<file path="src/rtl/hdx_jam_pkg.sv">
package hdx_jam_pkg;
    typedef enum logic [1:0] {
        ST_IDLE  = 2'd0,
        ST_JAM   = 2'd1,
        ST_GAP   = 2'd2,
        ST_FRAME = 2'd3
    } jam_state_e;

    localparam logic [7:0] JAM_PATTERN = 8'h55;
endpackage

</file>
<file path="src/rtl/hdx_jam_byte_tick.sv">
module hdx_jam_byte_tick #(
    parameter int BYTE_CYCLES = 4
) (
    input  logic clk,
    input  logic rst_n,
    input  logic run,
    output logic byte_last
);
    localparam int CW = (BYTE_CYCLES > 1) ? $clog2(BYTE_CYCLES) : 1;
    localparam logic [CW-1:0] LAST = CW'(BYTE_CYCLES - 1);

    logic [CW-1:0] cnt_d, cnt_q;

    assign byte_last = run && (cnt_q == LAST);

    always_comb begin
        if (!run || byte_last) cnt_d = '0;
        else                   cnt_d = cnt_q + 1'b1;
    end

    always_ff @(posedge clk) begin
        if (!rst_n) cnt_q <= '0;
        else        cnt_q <= cnt_d;
    end

    // the position inside a byte never runs past the last clock of the byte
    assert_byte_bound_R3: assert property (@(posedge clk) disable iff (!rst_n)
        cnt_q <= LAST);
    // a clock that is not the last of its byte is followed by the next position
    assert_byte_advance_R3: assert property (@(posedge clk) disable iff (!rst_n)
        (run && !byte_last) |=> (cnt_q != '0));
endmodule

</file>
<file path="src/rtl/hdx_jam_gap_cnt.sv">
module hdx_jam_gap_cnt #(
    parameter int GAP_W = 7
) (
    input  logic             clk,
    input  logic             rst_n,
    input  logic             load,
    input  logic [GAP_W-1:0] load_val,
    input  logic             tick,
    output logic             done
);
    logic [GAP_W-1:0] cnt_d, cnt_q;

    assign done = tick && (cnt_q == GAP_W'(1));

    always_comb begin
        cnt_d = cnt_q;
        if (load)                       cnt_d = (load_val == '0) ? GAP_W'(1) : load_val;
        else if (tick && cnt_q != '0)   cnt_d = cnt_q - 1'b1;
    end

    always_ff @(posedge clk) begin
        if (!rst_n) cnt_q <= '0;
        else        cnt_q <= cnt_d;
    end

    // byte ticks only reach the counter after a gap has been loaded
    assert_gap_live_R4: assert property (@(posedge clk) disable iff (!rst_n)
        tick |-> (cnt_q != '0));
    // a load always leaves at least one byte time to wait
    assert_gap_min_R4: assert property (@(posedge clk) disable iff (!rst_n)
        load |=> (cnt_q != '0));
endmodule

</file>
<file path="src/rtl/hdx_jam_ctrl.sv">
module hdx_jam_ctrl
    import hdx_jam_pkg::*;
#(
    parameter int BYTE_CYCLES = 4,
    parameter int GAP_W       = 7
) (
    input  logic             clk,
    input  logic             rst_n,
    input  logic             fc_en_i,
    input  logic             full_duplex_i,
    input  logic [GAP_W-1:0] gap_len_i,
    input  logic             tx_req_i,
    input  logic             frame_done_i,
    input  logic             frame_abort_i,
    output logic [7:0]       tx_data_o,
    output logic             tx_valid_o,
    output logic             frame_go_o,
    output logic [1:0]       state_o
);
    typedef struct packed {
        jam_state_e state;
        logic       pend;
    } ctrl_t;

    ctrl_t ctrl_d, ctrl_q;

    logic byte_last, gap_done, gap_load, jam_ok, req_any, frame_end, in_byte;

    assign in_byte   = (ctrl_q.state == ST_JAM) || (ctrl_q.state == ST_GAP);
    assign jam_ok    = fc_en_i && !full_duplex_i;
    assign req_any   = ctrl_q.pend || tx_req_i;
    assign frame_end = frame_done_i || frame_abort_i;

    hdx_jam_byte_tick #(.BYTE_CYCLES(BYTE_CYCLES)) u_tick (
        .clk       (clk),
        .rst_n     (rst_n),
        .run       (in_byte),
        .byte_last (byte_last)
    );

    hdx_jam_gap_cnt #(.GAP_W(GAP_W)) u_gap (
        .clk      (clk),
        .rst_n    (rst_n),
        .load     (gap_load),
        .load_val (gap_len_i),
        .tick     (byte_last && (ctrl_q.state == ST_GAP)),
        .done     (gap_done)
    );

    always_comb begin
        ctrl_d = ctrl_q;
        unique case (ctrl_q.state)
            ST_IDLE: begin
                if (req_any)     ctrl_d.state = ST_GAP;
                else if (jam_ok) ctrl_d.state = ST_JAM;
            end
            ST_JAM: begin
                if (byte_last) begin
                    if (req_any)      ctrl_d.state = ST_GAP;
                    else if (!jam_ok) ctrl_d.state = ST_IDLE;
                end
            end
            ST_GAP: begin
                if (gap_done) ctrl_d.state = ST_FRAME;
            end
            ST_FRAME: begin
                if (frame_end) ctrl_d.state = jam_ok ? ST_JAM : ST_IDLE;
            end
            default: ctrl_d.state = ST_IDLE;
        endcase
        gap_load    = (ctrl_d.state == ST_GAP) && (ctrl_q.state != ST_GAP);
        ctrl_d.pend = gap_load ? 1'b0 : req_any;
    end

    always_ff @(posedge clk) begin
        if (!rst_n) begin
            ctrl_q.state <= ST_IDLE;
            ctrl_q.pend  <= 1'b0;
        end else begin
            ctrl_q <= ctrl_d;
        end
    end

    assign tx_valid_o = (ctrl_q.state == ST_JAM);
    assign tx_data_o  = (ctrl_q.state == ST_JAM) ? JAM_PATTERN : 8'h00;
    assign frame_go_o = (ctrl_q.state == ST_FRAME);
    assign state_o    = ctrl_q.state;

    // a jam byte is never cut short
    assert_whole_byte_R7: assert property (@(posedge clk) disable iff (!rst_n)
        (ctrl_q.state == ST_JAM && !byte_last) |=> (ctrl_q.state == ST_JAM));
    // the grant holds until the transmitter reports an end
    assert_grant_hold_R5: assert property (@(posedge clk) disable iff (!rst_n)
        (ctrl_q.state == ST_FRAME && !frame_end) |=> (ctrl_q.state == ST_FRAME));
    // idle never jumps straight to the frame
    assert_idle_no_frame_R9: assert property (@(posedge clk) disable iff (!rst_n)
        (ctrl_q.state == ST_IDLE) |=> (ctrl_q.state != ST_FRAME));
    // full-duplex keeps the jam state from being entered
    assert_fd_no_jam_R8: assert property (@(posedge clk) disable iff (!rst_n)
        (ctrl_q.state != ST_JAM && full_duplex_i) |=> (ctrl_q.state != ST_JAM));
    // the frame is only reached through the gap
    assert_frame_after_gap_R4: assert property (@(posedge clk) disable iff (!rst_n)
        $rose(frame_go_o) |-> ($past(ctrl_q.state) == ST_GAP));
endmodule

</file>
<file path="config.mk">
export PLATFORM = sky130hd
export DESIGN_NAME = hdx_jam_ctrl
export DESIGN_NICKNAME = d
export VERILOG_FILES = /design/src/rtl/hdx_jam_pkg.sv /design/src/rtl/hdx_jam_byte_tick.sv /design/src/rtl/hdx_jam_gap_cnt.sv /design/src/rtl/hdx_jam_ctrl.sv
export SDC_FILE = /design/constraint.sdc
export NUM_CORES = 1
export LEC_CHECK = 0
export ABC_AREA = 1
export CAP_MARGIN = 10
export CORE_ASPECT_RATIO = 1.5
export CORE_UTILIZATION = 40
export DETAILED_ROUTE_END_ITERATION = 7
export PLACE_DENSITY = 0.68
export REMOVE_ABC_BUFFERS = 1
export SLEW_MARGIN = 20
export SYNTH_ARGS = -nofsm -noshare
export SYNTH_HDL_FRONTEND = slang
export SYNTH_HIERARCHICAL = 1
export SYNTH_SLANG_ARGS = --single-unit
</file>
<file path="constraint.sdc">
create_clock -name clk -period 2.9 [get_ports clk]
set_clock_uncertainty 0.05 [all_clocks]
set_input_delay 0.29 -clock clk [delete_from_list [all_inputs] [get_ports clk]]
set_output_delay 0.29 -clock clk [all_outputs]
set_load 0.01 [all_outputs]
</file>
==> flow_summary_export.csv, run 1 <==
group,metric,value,unit
outcome,status,"finished, final reports clean",
power_and_ir_drop,p_per_area,570.5,nW/um2
worst_setup_path,crit_arrival,2640,ps
timing,setup_violations,0,
grt,grt-ovfl-total,0,
hold_path,worstHoldEndpoint,"u_tick/cnt_q[0]",
timing,period_share,85.22,%
timing,fin_ws,428.6,ps
worst_setup_path,rr_worst_depth,18,
layout,multi_input_area,606.8,um2
timing,report.final.slew_viol_count,0,
grt,grt_pass1_vias,908,
synth,syn_inst,156,
cts,cts_tree,"yes",
worst_setup_path,crit_family,"simple AND/OR/NAND/NOR gates",
grt,grt_max_degree,11,
drt,dr_total_vias,963,
synth,synthMuxAreaShare,0,%
cts,hold_buffers,0,
worst_setup_path,worst_path_most_repeated_cell,"nand2_1",
floorplanning,core_region_area,2312,um2
timing,fmax,404.6,MHz
worst_setup_path,crit_required,3070,ps
power_and_ir_drop,peakVddDrop,357.1,uV
floorplanning,die_area,2733,um2
worst_setup_path,r2r_setup_slack,430,ps
cts,path_clk_slew,70,ps
power_and_ir_drop,power_leakage,0.5912,nW
drt,drt_pass1_iterations,4,
drt,viasPerCell,4.888,
grt,antenna_found_initial,0,
worst_setup_path,path_cells,"inv_1, ha_1, nand2_1, inv_1, nand2_1, inv_1, nand3_1, nor2_1, o21ai_0, nand3_1, nand2_1, nand2_2, nor2_4, buf_4, nor2_1, a21oi_1, nand2_1, a21oi_2",
timing,hold_viol,0,
worst_setup_path,worst_path_largest_cell_delay,390,ps
floorplanning,fp.dieW,43.02,um
cts,postCtsSetupBuffers,0,
synth,ys_warn_count,6,
grt,grt_pass1_wl,3.719,mm
synth,ys_ff_latch,12,
synth,synth-compound-area-share,11.40,%
place,port-buffer-count,21,
worst_setup_path,cp.buffers_inverters,4,
cts,cts_resized,0,
layout,n_fill_cell,236,
drt,drc_errors,0,
job,drv_cap,0,
cts,root_buffer,"clkbuf_4",
place,gp_congestion,0.9242,
synth,syn-mean-instance-area,6.473,um2
layout,fin_cells,197,
timing,setup_tns,0,ps
drt,wire_per_inst,11.23,um
cts,cts_sinks,12,
cts,insertion_delay,280,ps
floorplanning,die_h,63.54,um
drt,routed_wl,2.212,mm
worst_setup_path,critPathKind,"reg -> reg",
hold_path,min_from,"u_tick/cnt_q[0]",
worst_setup_path,timing.rr.end,"u_gap/cnt_q[2]",
worst_setup_path,critPathCaptureType,"register",
timing,hold_ws,368.9,ps
layout,antenna_cells,0,
layout,drive_gt1_share,14.94,%
synth,synthAdderAreaFrac,8.674,%
synth,synth_top_family_by_area,"simple AND/OR/NAND/NOR gates",
grt,grtUsageTotal,17.97,%
place,dpl.hpwl,1.820,mm
synth,synth-xor-area-share,0,%
cts,cts_buffers,3,
layout,syn2layout_area_growth,21.44,%
floorplanning,rows,21,
hold_path,hold_depth,1,
layout,seq_area,242.7,um2
synth,synth_area,1010,um2
layout,fin_nets,196,
layout,postLayoutCoreUtil,53.03,%
synth,synth-simple-area-share,38.54,%
worst_setup_path,timing.rr.start,"state_o[0]",
worst_setup_path,startpoint_type,"register",
place,dp_cells,193,
worst_setup_path,slowest_stage,"dfxtp_2",
synth,synthDistinctLibCells,26,
timing,rsz0062_at_grt,"false",
floorplanning,start_util,43.67,%
cts,cts.path.max_buffers,2,
worst_setup_path,crit_fanout,8,
floorplanning,ios,26,
drt,ant_nets,0,
drt,drtIter0Drc,31,
cts,h-tree-depth,1,
hold_path,hold_path.class,"reg -> reg",
synth,yosysSeqAreaShare,23.79,%
timing,period_needed,2471,ps
place,post-place-ws,339.5,ps
==> cells by family (layout without fill, tap and decap cells) <==
kind of cell               Yosys count  after routing
AOI/OAI and AO/OA                   17             17
buffers and inverters               36             51
DFF                                 12             12
adders and majority gates            7              7
other                                1              4
and+or+nand+nor                     83             83
==> layout by cell type, fill, tap and decap left out, types with 3 or more instances in the layout <==
master and n:
nand3_1 11, dfxtp_1 10, nand2_2 6, clkbuf_4 3
conb_1 4, nand2_1 32, nor2_1 22, clkdlybuf4s50_1 21
o21ai_1 3, o21ai_0 3, inv_1 21, nor2_2 4
ha_1 7, a21oi_1 6
==> area by class of cell <==
type | count | area share (%)
Multi-Input combinational cell | 111 | 49.49
Sequential cell | 12 | 19.80
Timing Repair Buffer | 22 | 17.76
Inverter | 25 | 7.653
Clock buffer | 4 | 2.959
Tap cell | 23 | 2.347
==> flip-flops by register name, indices dropped and copies added, names as in the netlist <==
name          cells
ctrl_q            1
state_o           2
u_gap/cnt_q       7
u_tick/cnt_q      2
==> power by group <==
part | internal [mW] | switching [mW] | total, mW
clock network | 0.0765 | 0.0593 | 0.136
registers | 0.196 | 0.0313 | 0.227
logic | 0.134 | 0.202 | 0.336
==> metal layers <==
layer	up-vias	routed length, um	global-route usage [%]
met5	-	0	0
met4	0	48	9.091
met1	427	831	17.31
li1	502	-	-
met2	29	1244	34.66
met3	5	87	2.865
==> cells in the mapped netlist <==
cell type,count,area [um2]
nor3_1,1,5.000
nand3_1,11,55.05
o21ai_4,2,32.53
buf_2,1,5.000
nand4_1,1,6.260
ha_1,7,87.58
nor2_2,4,25.02
clkinv_1,2,7.510
nor2_4,1,11.26
dfxtp_1,12,240.2
o31ai_1,1,7.510
a21oi_2,1,8.760
nand2_2,6,37.54
nand3b_1,2,15.01
nor2_1,22,82.58
buf_4,10,75.07
conb_1,1,3.750
nand2_1,32,120.1
inv_1,21,78.83
inv_2,2,7.510
o21ai_0,3,15.01
nand2_4,1,11.26
nand3_2,2,20.02
a21oi_1,6,30.03
o21ai_1,3,15.01
a31oi_1,1,6.260
==> worst reg2reg max path, delay by kind of cell (launching register included) <==
kind	cells	cell delay, ps
and+or+nand+nor	10	840
buffers and inverters	4	410
AOI/OAI and AO/OA	3	410
DFF	1	390
adders and majority gates	1	330
==> worst max-delay path by stage <==
stage / slack (ps) / end / start / depth (start not counted)
floorplan: 530 / u_gap/cnt_q[0] / state_o[0] / 19
global route: 90 / u_gap/cnt_q[0] / state_o[0] / 19
global placement: 420 / u_gap/cnt_q[2] / state_o[0] / 18
finish: 430 / u_gap/cnt_q[2] / state_o[0] / 18
detailed placement: 340 / u_gap/cnt_q[0] / state_o[0] / 19
CTS: 320 / u_gap/cnt_q[0] / state_o[0] / 19
==> metrics by stage <==
step	cell area, um2	power [mW]
finish	1226	0.6996
global route	1226	0.7633
CTS	1224	0.7041
detailed placement	1187	0.5673
global placement	1187	0.5620
floorplan	940.9	0.4720
(Power assumes the default switching activity.)
==> run 2, diff against run 1 <==
- PLACE_DENSITY: 0.68 -> 0.7
- SETUP_SLACK_MARGIN: unset -> 0.05
==> run 2 against run 1 <==
Design area rose by 0.51%. First-iteration DRC count fell by 39%. Final cell count up 0.51%. Non-clock buffer count increased by 1. Register-to-register slack worse by 90 ps. Fmax fell by 3.4%. Clock-buffer cell count stayed put. Critical path depth unchanged. Global-route usage decreased by 0.30 points. Routed wire length shrank 1.9%. Worst hold slack gained 1.6 ps. Sequential share of layout area decreased by 0.20 points.
==> flow_summary_export.csv, run 2 (synthesis gave the netlist of run 1 again) <==
group,metric,value,unit
outcome,status,"finished, final reports clean",
worst_setup_path,startpoint_type,"register",
drt,drc_errors,0,
layout,multi_input_area,606.8,um2
timing,rsz0062_at_grt,"false",
grt,grt_max_degree,11,
place,port-buffer-count,21,
grt,grt_pass1_vias,917,
timing,hold_ws,370.5,ps
grt,antenna_found_initial,0,
cts,cts_buffers,3,
worst_setup_path,worst_path_largest_cell_delay,430,ps
layout,mostFrequentLayoutCells,"nand2_1, nor2_1, inv_1, clkdlybuf4s50_1",
cts,root_buffer,"clkbuf_4",
worst_setup_path,crit_cells,18,
floorplanning,ios,26,
floorplanning,die_h,63.54,um
drt,wire_per_inst,10.96,um
drt,routed_wl,2.170,mm
job,drv_cap,0,
worst_setup_path,path_cells,"inv_1, ha_1, nand2_1, inv_1, nand2_1, inv_1, nand3_1, nor2_1, o21ai_0, nand3_1, nand2_1, nand2_2, nor2_4, buf_4, nor2_1, a21oi_1, nand2_1, a21oi_2",
worst_setup_path,crit_arrival,2720,ps
layout,postLayoutCoreUtil,53.30,%
layout,final_common_cell,"nand2_1",
worst_setup_path,rr_worst_depth,18,
worst_setup_path,critPathCaptureType,"register",
layout,top_register,"u_gap/cnt_q",
worst_setup_path,crit_family,"simple AND/OR/NAND/NOR gates",
worst_setup_path,timing.rr.start,"state_o[1]",
worst_setup_path,cp.buffers_inverters,4,
drt,drt_pass1_iterations,5,
layout,largest_reg_flops,7,
drt,dr_total_vias,986,
timing,report.final.slew_viol_count,0,
timing,hold_viol,0,
hold_path,hold_path.class,"reg -> reg",
worst_setup_path,crit_fanout,7,
worst_setup_path,endpoint,"u_gap/cnt_q[2]",
power_and_ir_drop,finalPower,0.7071,mW
power_and_ir_drop,peakVddDrop,318.3,uV
layout,drive_gt1_share,14.86,%
floorplanning,fp.dieW,43.02,um
power_and_ir_drop,power_leakage,0.5967,nW
layout,fin_nets,197,
timing,period_share,88.26,%
place,dp_cells,192,
timing,setup_tns,0,ps
cts,hold_buffers,0,
drt,drtIter0Drc,19,
layout,antenna_cells,0,
cts,cts.path.max_buffers,2,
place,gp_congestion,0.9055,
cts,cts_sinks,12,
drt,ant_nets,0,
layout,n_fill_cell,256,
timing,period_needed,2560,ps
layout,fin_cells,198,
worst_setup_path,crit_path_start,"state_o[1]",
drt,viasPerCell,4.980,
floorplanning,core_region_area,2312,um2
worst_setup_path,r2r_setup_slack,340,ps
timing,setup_violations,0,
place,dpl.hpwl,1.765,mm
worst_setup_path,crit_required,3060,ps
timing,fmax,390.7,MHz
worst_setup_path,critPathKind,"reg -> reg",
cts,path_clk_slew,70,ps
worst_setup_path,slowest_stage,"dfxtp_1",
power_and_ir_drop,p_per_area,573.8,nW/um2
floorplanning,die_area,2733,um2
floorplanning,rows,21,
grt,grt-ovfl-total,0,
cts,insertion_delay,280,ps
grt,grt_pass1_wl,3.691,mm
layout,syn2layout_area_growth,22.06,%
worst_setup_path,worst_path_most_repeated_cell,"nand2_1",
floorplanning,start_util,43.67,%
grt,grtUsageTotal,17.67,%
cts,h-tree-depth,1,
layout,seq_area,241.5,um2
cts,cts_tree,"yes",
worst_setup_path,timing.rr.end,"u_gap/cnt_q[2]",
==> run 2: changes by cell type in the layout (fill, tap and decap cells not counted) <==
cell,change
buf_4,+1
dfxtp_1,+1
dfxtp_2,-1
==> run 2: area by class of cell <==
cell class	instances	share of cell area (%)
Inverter	25	7.614
Timing Repair Buffer	23	18.27
Clock buffer	4	2.944
Tap cell	23	2.335
Sequential cell	12	19.59
Multi-Input combinational cell	111	49.24
==> run 2: metrics by stage <==
step	worst slack [ps]	instance area, um2
after global placement	331.1	1180
after floorplan	533.6	940.9
after CTS	223.2	1216
after global routing	45.37	1232
after detailed placement	259.0	1180
final	340.3	1232
==> run 2: repair_timing <==
action / in CTS / in global routing
setup buffers: 0 / 2
setup endpoints to repair: 0 / 5
gates resized for setup: 0 / 1
==> run 2: worst min-delay path by stage <==
stage	startpoint	endpoint	slack, ps	depth (start not counted)
after CTS	u_tick/cnt_q[0]	u_tick/cnt_q[0]	380	1
after detailed placement	u_tick/cnt_q[0]	u_tick/cnt_q[0]	360	1
final	u_tick/cnt_q[0]	u_tick/cnt_q[0]	370	1
after global routing	u_tick/cnt_q[0]	u_tick/cnt_q[0]	400	1
after floorplan	rst_n	u_gap/cnt_q[5]	340	2
after global placement	u_tick/cnt_q[0]	u_tick/cnt_q[0]	350	1
==> run 2: where the power goes <==
group          switching (mW)  leakage, nW  total [mW]  internal [mW]
clock                  0.0591       0.0210       0.135         0.0763
sequential             0.0324       0.0994       0.228          0.195
combinational           0.206        0.476       0.344          0.138
total                   0.298        0.597       0.707          0.409
==> run 2: per-layer routing <==
| metal | GRT usage [%] | share of wire, % |
|---|---|---|
| met5 | 0 | 0 |
| met4 | 6.818 | 1.2 |
| met3 | 2.865 | 4.7 |
| met2 | 34.85 | 58 |
| met1 | 17.25 | 36 |
